## config.mk

```make
export PLATFORM = sky130hd
export DESIGN_NAME = irq_prio_ctrl
export DESIGN_NICKNAME = d
export VERILOG_FILES = /design/src/rtl/irq_pkg.sv /design/src/rtl/irq_pend_reg.sv /design/src/rtl/irq_prio_enc.sv /design/src/rtl/irq_vec_gate.sv /design/src/rtl/irq_prio_ctrl.sv
export SDC_FILE = /design/constraint.sdc
export NUM_CORES = 1
export LEC_CHECK = 0
export ABC_AREA = 0
export BUFFER_PORTS_ARGS = -buffer_cell sky130_fd_sc_hd__buf_2
export CAP_MARGIN = 25
export CORE_UTILIZATION = 31
export CTS_CLUSTER_SIZE = 30
export DETAILED_ROUTE_END_ITERATION = 7
export GPL_TIMING_DRIVEN = 0
export SYNTH_ARGS = -nofsm -noshare
export SYNTH_HDL_FRONTEND = slang
export SYNTH_SLANG_ARGS = --single-unit
```

## constraint.sdc

```tcl
create_clock -name clk -period 2.58 [get_ports clk]
set_clock_uncertainty 0.2 [all_clocks]
set_input_delay 0.516 -clock clk [delete_from_list [all_inputs] [get_ports clk]]
set_output_delay 0.516 -clock clk [all_outputs]
set_load 0.01 [all_outputs]
```

## src/rtl/irq_pkg.sv

```systemverilog
package irq_pkg;
  localparam int NSRC_DEF = 4;

  // Device code: highest-priority (index 0) gets the all-ones code.
  function automatic int unsigned dev_code(input int unsigned idx, input int unsigned nsrc);
    return nsrc - 1 - idx;
  endfunction
endpackage

```

## src/rtl/irq_pend_reg.sv

```systemverilog
module irq_pend_reg #(
  parameter int NSRC = 4
) (
  input  logic            clk,
  input  logic            rst_n,
  input  logic [NSRC-1:0] req_i,
  input  logic [NSRC-1:0] clr_i,
  input  logic            mask_wr_i,
  input  logic [NSRC-1:0] mask_wdata_i,
  output logic [NSRC-1:0] pend_o,
  output logic [NSRC-1:0] mask_o
);
  for (genvar g = 0; g < NSRC; g++) begin : g_bit
    always_ff @(posedge clk) begin
      if (!rst_n) begin
        pend_o[g] <= 1'b0;
        mask_o[g] <= 1'b1;
      end else begin
        pend_o[g] <= (pend_o[g] & ~clr_i[g]) | req_i[g];
        if (mask_wr_i) mask_o[g] <= mask_wdata_i[g];
      end
    end
  end
endmodule

```

## src/rtl/irq_prio_enc.sv

```systemverilog
module irq_prio_enc
  import irq_pkg::*;
#(
  parameter int NSRC   = 4,
  localparam int CW    = (NSRC > 1) ? $clog2(NSRC) : 1
) (
  input  logic [NSRC-1:0] active_i,
  output logic            any_o,
  output logic [CW-1:0]   code_o,
  output logic [NSRC-1:0] win_o
);
  always_comb begin
    code_o = '0;
    win_o  = '0;
    // Scan lowest priority first so the highest-priority hit is kept last.
    for (int i = NSRC - 1; i >= 0; i--) begin
      if (active_i[i]) begin
        code_o = CW'(dev_code(i, NSRC));
        win_o  = NSRC'(1) << i;
      end
    end
    any_o = |active_i;
  end
endmodule

```

## src/rtl/irq_vec_gate.sv

```systemverilog
module irq_vec_gate #(
  parameter int             NSRC     = 4,
  parameter int             VEC_W    = 8,
  parameter logic [VEC_W-1:0] VEC_BASE = 8'hA8,
  localparam int            CW       = (NSRC > 1) ? $clog2(NSRC) : 1
) (
  input  logic             clk,
  input  logic             rst_n,
  input  logic             set_i,
  input  logic             clr_i,
  input  logic             any_i,
  input  logic             ack_i,
  input  logic [CW-1:0]    code_i,
  output logic             en_o,
  output logic             irq_o,
  output logic             grant_o,
  output logic [VEC_W-1:0] vec_o
);
  assign irq_o   = any_i & en_o;
  assign grant_o = irq_o & ack_i;
  assign vec_o   = grant_o ? {VEC_BASE[VEC_W-1:CW], code_i} : '0;

  always_ff @(posedge clk) begin
    if (!rst_n)                 en_o <= 1'b0;
    else if (clr_i || grant_o)  en_o <= 1'b0;
    else if (set_i)             en_o <= 1'b1;
  end
endmodule

```

## src/rtl/irq_prio_ctrl.sv

```systemverilog
module irq_prio_ctrl #(
  parameter int               NSRC     = 4,
  parameter int               VEC_W    = 8,
  parameter logic [VEC_W-1:0] VEC_BASE = 8'hA8
) (
  input  logic             clk,
  input  logic             rst_n,
  input  logic [NSRC-1:0]  dev_req,
  input  logic             mask_wr,
  input  logic [NSRC-1:0]  mask_wdata,
  input  logic             gate_set,
  input  logic             gate_clr,
  output logic             irq_out,
  input  logic             ack,
  output logic [VEC_W-1:0] vec_data,
  output logic             vec_valid
);
  localparam int CW = (NSRC > 1) ? $clog2(NSRC) : 1;

  logic [NSRC-1:0] pend, mask, win, clr;
  logic            any, en, grant;
  logic [CW-1:0]   code;

  assign clr = grant ? win : '0;

  irq_pend_reg #(.NSRC(NSRC)) u_pend (
    .clk(clk), .rst_n(rst_n), .req_i(dev_req), .clr_i(clr),
    .mask_wr_i(mask_wr), .mask_wdata_i(mask_wdata),
    .pend_o(pend), .mask_o(mask)
  );

  irq_prio_enc #(.NSRC(NSRC)) u_enc (
    .active_i(pend & mask), .any_o(any), .code_o(code), .win_o(win)
  );

  irq_vec_gate #(.NSRC(NSRC), .VEC_W(VEC_W), .VEC_BASE(VEC_BASE)) u_gate (
    .clk(clk), .rst_n(rst_n), .set_i(gate_set), .clr_i(gate_clr),
    .any_i(any), .ack_i(ack), .code_i(code), .en_o(en),
    .irq_o(irq_out), .grant_o(grant), .vec_o(vec_data)
  );

  assign vec_valid = grant;
endmodule

```

==> results of run 1 <==
cell type report:
cell class / instances / area [µm²] / area share
well taps: 15 / 18.8 / 0.0320
multi-input cells: 33 / 206 / 0.352
plain buffers: 7 / 48.8 / 0.0832
repair buffers: 19 / 95.1 / 0.162
flip-flops and latches: 9 / 180 / 0.307
clock buffers: 4 / 26.3 / 0.0448
inverters: 3 / 11.3 / 0.0192
worst max-delay path by stage:
stage                   to  depth (start not counted)
4_1_cts        vec_data[0]                          4
6_report       vec_data[0]                          4
5_1_grt        vec_data[3]                          4
2_1_floorplan  vec_data[0]                          3
3_3_place_gp   vec_data[0]                          4
3_5_place_dp   vec_data[0]                          4
through the flow:
stage	worst slack, ps	total power [mW]
after floorplan	674	0.190
after global placement	469	0.209
after detailed placement	437	0.211
after CTS	137	0.327
after global routing	16.3	0.339
final	168	0.320
cell families after synthesis:
family,after synthesis,share of synthesized area
and+or+nand+nor,12,0.142
DFF,9,0.410
other,1,0.00854
buffers and inverters,10,0.137
muxes,3,0.0684
AOI/OAI and AO/OA,15,0.234
sequential cells by signal (all words and copies together), names as in the netlist:
| signal | flops |
|---|---|
| u_pend.mask_o | 4 |
| u_pend.pend_o | 4 |
| u_gate.en_o | 1 |
cell usage in the layout (no fill, tap or decap):
cell and n:
buf_2 19, dfxtp_1 9, nand2_1 7, buf_4 6, o21ai_0 4, inv_1 3, mux2i_1 3, conb_1 3
clkbuf_4 3, nor2_1 2, clkbuf_1 2, a21oi_1 2, a222oi_1 1, a21boi_0 1, a21oi_2 1, a32oi_1 1
nor2b_1 1, a22oi_1 1, a31oi_1 1, nor4b_2 1, nor3b_1 1, a41oi_1 1, o211ai_1 1, a211oi_1 1
metal layers:
layer / track usage / vias to the layer above / routed length, µm
li1: - / 220 / -
met1: 0.173 / 193 / 404
met2: 0.217 / 22 / 458
met3: 0.0852 / 2 / 69
met4: 0.0776 / 0 / 4
met5: 0 / - / 0
worst register-to-register path: stages, from the launching register on:
cell and delay [ps]:
dfxtp_1 370, a222oi_1 530, a21oi_2 230, nor4b_2 260
power by group through the flow:
stage          Combinational (mW)  Sequential (mW)  Clock, mW
3_3_place_gp               0.0492            0.160          0
6_report                   0.0496            0.158      0.113
4_1_cts                    0.0502            0.157      0.119
2_1_floorplan              0.0326            0.158          0
3_5_place_dp               0.0501            0.160          0
5_1_grt                    0.0557            0.159      0.124
==> impl_metrics.toml, run 1 <==
[global_route]
grt_pass1_vias = 349
antenna_found_initial = 0
grt-ovfl-total = 0
grt_pass1_wl_um = 1460
grt_max_degree = 10
grt_usage = 0.150

[outcome]
outcome = "complete, no violations"

[synth]
avgSynthCellArea_um2 = 8.78
synth_top_cell_by_area = "dfxtp_1"
netlist_instances = 50
ys_warn_count = 0
synth_top_area_share = 0.410
ys_seq_area_frac = 0.410
ys_types = 22
synth_most_common_cell = "dfxtp_1"
synth_top_cells_by_count = "dfxtp_1 (9), nand2_1 (7), buf_4 (6)"
async_reset_ff_frac = 0
ys_ff_latch = 9
synthTopCellsByArea = "dfxtp_1 (41%), buf_4 (10%), mux2i_1 (6.8%)"
synth_ff_type = "dfxtp_1"
synth_edf_count = 0
syn_area_um2 = 439

[critical_path]
path_max_fanout = 9
r2r_slack_ps = 910
crit_type = "register to primary output"
crit_start = "u_pend.mask_o[0]$_SDFFE_PN1P_"
cpMaxStageDelayCell = "a222oi_1"
r2r_cells = 3
critPathBufInv = 1
worstSetupStartpointType = "register"
endpoint_kind = "primary output"
worstPathCellList = "a222oi_1 > a21oi_2 > nor2b_1 > buf_2"
cpPeakStageDelay_ps = 530
worstPathArrival_ps = 1700
r2r_end = "u_gate.en_o$_SDFFE_PP0P_"
crit_family = "compound AO/OA/AOI/OAI gates"
r2r-start = "u_pend.mask_o[0]$_SDFFE_PN1P_"
cp.required_ps = 1860

[floorplanning]
coreArea_um2 = 1320
die_x_um = 39.6
io_pins = 24
die_area_um2 = 1570
rows = 13
die_h_um = 39.6
start_util = 0.333

[place]
post-dp-hpwl_um = 707
gp_congestion = 0.800
placed_cells = 86
postPlaceCellArea_um2 = 561
io_buffer_count = 19

[power_and_ir_drop]
p_int_mw = 0.234
seqPwrFrac = 0.492
power_frac_clock = 0.353
swShare = 0.269
powerDensity_nw_per_um2 = 546
combPwrFrac = 0.155
p_sw_mw = 0.0860
peakVddDrop_uv = 219
p_leak_nw = 0.301

[timing]
timing.hold.ws_ps = 212
maxSlewHeadroom = 0.652
tightestPinTransition_ps = 522
finalHoldViolations = 0
rsz0062_at_grt = "false"
final.min_clock_period_ps = 2410
finalMaxSlewViolations = 0
fin_crit_sh = 0.935
setup_violations = 0
setup-tns-final_ps = 0
max_freq_ghz = 0.415

[route]
routed_via_density = 4.86
firstDrtPassIters = 4
wl_um = 936
post_drt_wl_per_cell_um = 10.4
drc = 0
detail-route-antenna-nets = 0
initialDrtViolationCount = 6
num_vias = 437

[worst_hold_path]
hold_depth = 2
hold_start = "gate_clr"
min_delay_worst_endpoint = "u_gate.en_o$_SDFFE_PP0P_"
hold_class = "input port to register"

[flow_run]
max_cap_violations = 0

[clock_tree]
cts_tree = "built"
postCtsHoldBufs = 0
h-tree-depth = 1
clkTransAtPathRegs_ps = 60
post_cts_resized = 0
cts.sinks = 9
clkLatencyLatePin_ps = 260
cts.path.max_buffers = 2
ctsRootBufferMaster = "clkbuf_4"
post_cts_buffers = 0
cts_buffers = 3

[final_layout]
final_cells = 90
fillerInstances = 141
area_delta_synth_final_pct = 33.6
drive_gt1_frac = 0.400
diodes = 0
utilization = 0.445
final_area_um2 = 587
nets = 90
(Power assumes the default switching activity.)
==> inputs of run 2 (changes only) <==
--- a/config.mk
+++ b/config.mk
@@ -12,6 +12,7 @@
 export CTS_CLUSTER_SIZE = 30
 export DETAILED_ROUTE_END_ITERATION = 7
 export GPL_TIMING_DRIVEN = 0
+export PLACE_DENSITY_LB_ADDON = 0.12
 export SYNTH_ARGS = -nofsm -noshare
 export SYNTH_HDL_FRONTEND = slang
 export SYNTH_SLANG_ARGS = --single-unit
==> run 2 against run 1 <==
First-iteration DRC count shrank 33%. Via count is 5.5% lower. Count of clock-buffer cells in the layout stayed put. Largest cell class unchanged. Critical endpoint unchanged. Total power down 1.7%. Worst setup slack got worse by 28 ps. Critical path type unchanged. Combinational power about the same. Die area stayed put. Largest power group unchanged.
==> impl_metrics.toml, run 2 (synthesis gave the netlist of run 1 again) <==
[critical_path]
cpPeakStageDelay_ps = 550
cpMaxStageDelayCell = "a222oi_1"
r2r-start = "u_pend.mask_o[0]$_SDFFE_PN1P_"
worstPathArrival_ps = 1720
worstPathCellList = "a222oi_1 > a21oi_2 > nor2b_1 > buf_2"
worstSetupStartpointType = "register"
crit_type = "register to primary output"
r2r_cells = 3
cp.required_ps = 1860
path_max_fanout = 9
endpoint_kind = "primary output"
r2r_end = "u_gate.en_o$_SDFFE_PP0P_"
r2r_slack_ps = 880

[global_route]
grt-ovfl-total = 0
grt_pass1_vias = 402
antenna_found_initial = 0
grt_usage = 0.158
grt_pass1_wl_um = 1570
grt_max_degree = 10

[route]
post_drt_wl_per_cell_um = 10.1
detail-route-antenna-nets = 0
wl_um = 912
routed_via_density = 4.59
num_vias = 413
drc = 0
firstDrtPassIters = 4
initialDrtViolationCount = 4

[clock_tree]
postCtsHoldBufs = 0
cts_tree = "built"
cts_buffers = 3
clkTransAtPathRegs_ps = 60
h-tree-depth = 1
cts.path.max_buffers = 2
post_cts_buffers = 0
post_cts_resized = 0
ctsRootBufferMaster = "clkbuf_4"
cts.sinks = 9
clkLatencyLatePin_ps = 260

[timing]
worst_slack_ps = 140
tightestPinTransition_ps = 549
final.min_clock_period_ps = 2440
max_freq_ghz = 0.410
finalHoldViolations = 0
setup_violations = 0
maxSlewHeadroom = 0.634
finalMaxSlewViolations = 0
rsz0062_at_grt = "false"
setup-tns-final_ps = 0
fin_crit_sh = 0.946

[worst_hold_path]
hold_class = "input port to register"
min_delay_worst_endpoint = "u_gate.en_o$_SDFFE_PP0P_"
hold_depth = 2
hold_start = "gate_clr"

[final_layout]
area_delta_synth_final_pct = 33.6
layout_common_cells = "buf_2 (19), dfxtp_1 (9), nand2_1 (7)"
reg_top3 = "u_pend.mask_o x4, u_pend.pend_o x4, u_gate.en_o x1"
diodes = 0
register_area_um2 = 180
drive_gt1_frac = 0.400
multi_input_area_um2 = 206
final_common_cell = "buf_2"
fillerInstances = 153
nets = 90

[power_and_ir_drop]
powerDensity_nw_per_um2 = 536
peakVddDrop_uv = 280
total_power_mw = 0.315
p_leak_nw = 0.301

[outcome]
outcome = "complete, no violations"

[floorplanning]
die_area_um2 = 1570
io_pins = 24
die_h_um = 39.6
start_util = 0.333
rows = 13
die_x_um = 39.6
coreArea_um2 = 1320

[place]
gp_congestion = 0.618
io_buffer_count = 19
post-dp-hpwl_um = 693
dpl_worst_slack_ps = 397

[flow_run]
max_cap_violations = 0
==> run 2: cell counts in the layout (fill, tap and decap cells not counted) <==
Identical to the previous run, type by type.
==> run 2: critical path: cells and delay by family, from the launching register on <==
kind,cells,cell delay (ps)
DFF,1,360
buffers and inverters,1,130
AOI/OAI and AO/OA,2,790
and+or+nand+nor,1,180
==> run 2: power by group <==
part	internal, mW	total (mW)	switching, mW
combinational	0.0259	0.0496	0.0237
clock	0.0595	0.108	0.0484
sequential	0.149	0.157	0.00855
==> run 2: stage by stage <==
| stage | util | hold WS [ps] | instance area [µm²] | std cells |
|---|---|---|---|---|
| 2_1_floorplan | - | 254 | 447 | 52 |
| 3_3_place_gp | 0.425 | 286 | 561 | 86 |
| 3_5_place_dp | 0.425 | 285 | 561 | 86 |
| 4_1_cts | 0.445 | 208 | 587 | 90 |
| 5_1_grt | 0.445 | 207 | 587 | 90 |
| 6_report | 0.445 | 215 | 587 | 90 |
==> run 2: area by class of cell <==
cell class / count / share of cell area
timing repair buffer: 19 / 0.162
tap: 15 / 0.0320
sequential: 9 / 0.307
buffer: 7 / 0.0832
inverter: 3 / 0.0192
multi-input combinational: 33 / 0.352
clock buffer: 4 / 0.0448
==> run 2: worst max path at each step <==
stage                                              from     endpoint  slack, ps  depth (start not counted)
final                     u_pend.mask_o[0]$_SDFFE_PN1P_  vec_data[0]        140                          4
after global routing      u_pend.mask_o[0]$_SDFFE_PN1P_  vec_data[0]         20                          4
after CTS                 u_pend.mask_o[0]$_SDFFE_PN1P_  vec_data[0]        110                          4
after detailed placement  u_pend.mask_o[0]$_SDFFE_PN1P_  vec_data[0]        400                          4
after global placement    u_pend.mask_o[0]$_SDFFE_PN1P_  vec_data[0]        410                          4
after floorplan             u_pend.pend_o[0]$_SDFF_PN0_  vec_data[0]        670                          3
==> run 2: per-layer routing <==
metal | wire length (µm) | track usage | up-vias
met5 | 0 | 0 | -
met4 | 0 | 0.0259 | 0
met3 | 74 | 0.102 | 0
met2 | 409 | 0.283 | 16
met1 | 428 | 0.151 | 179
li1 | - | - | 218
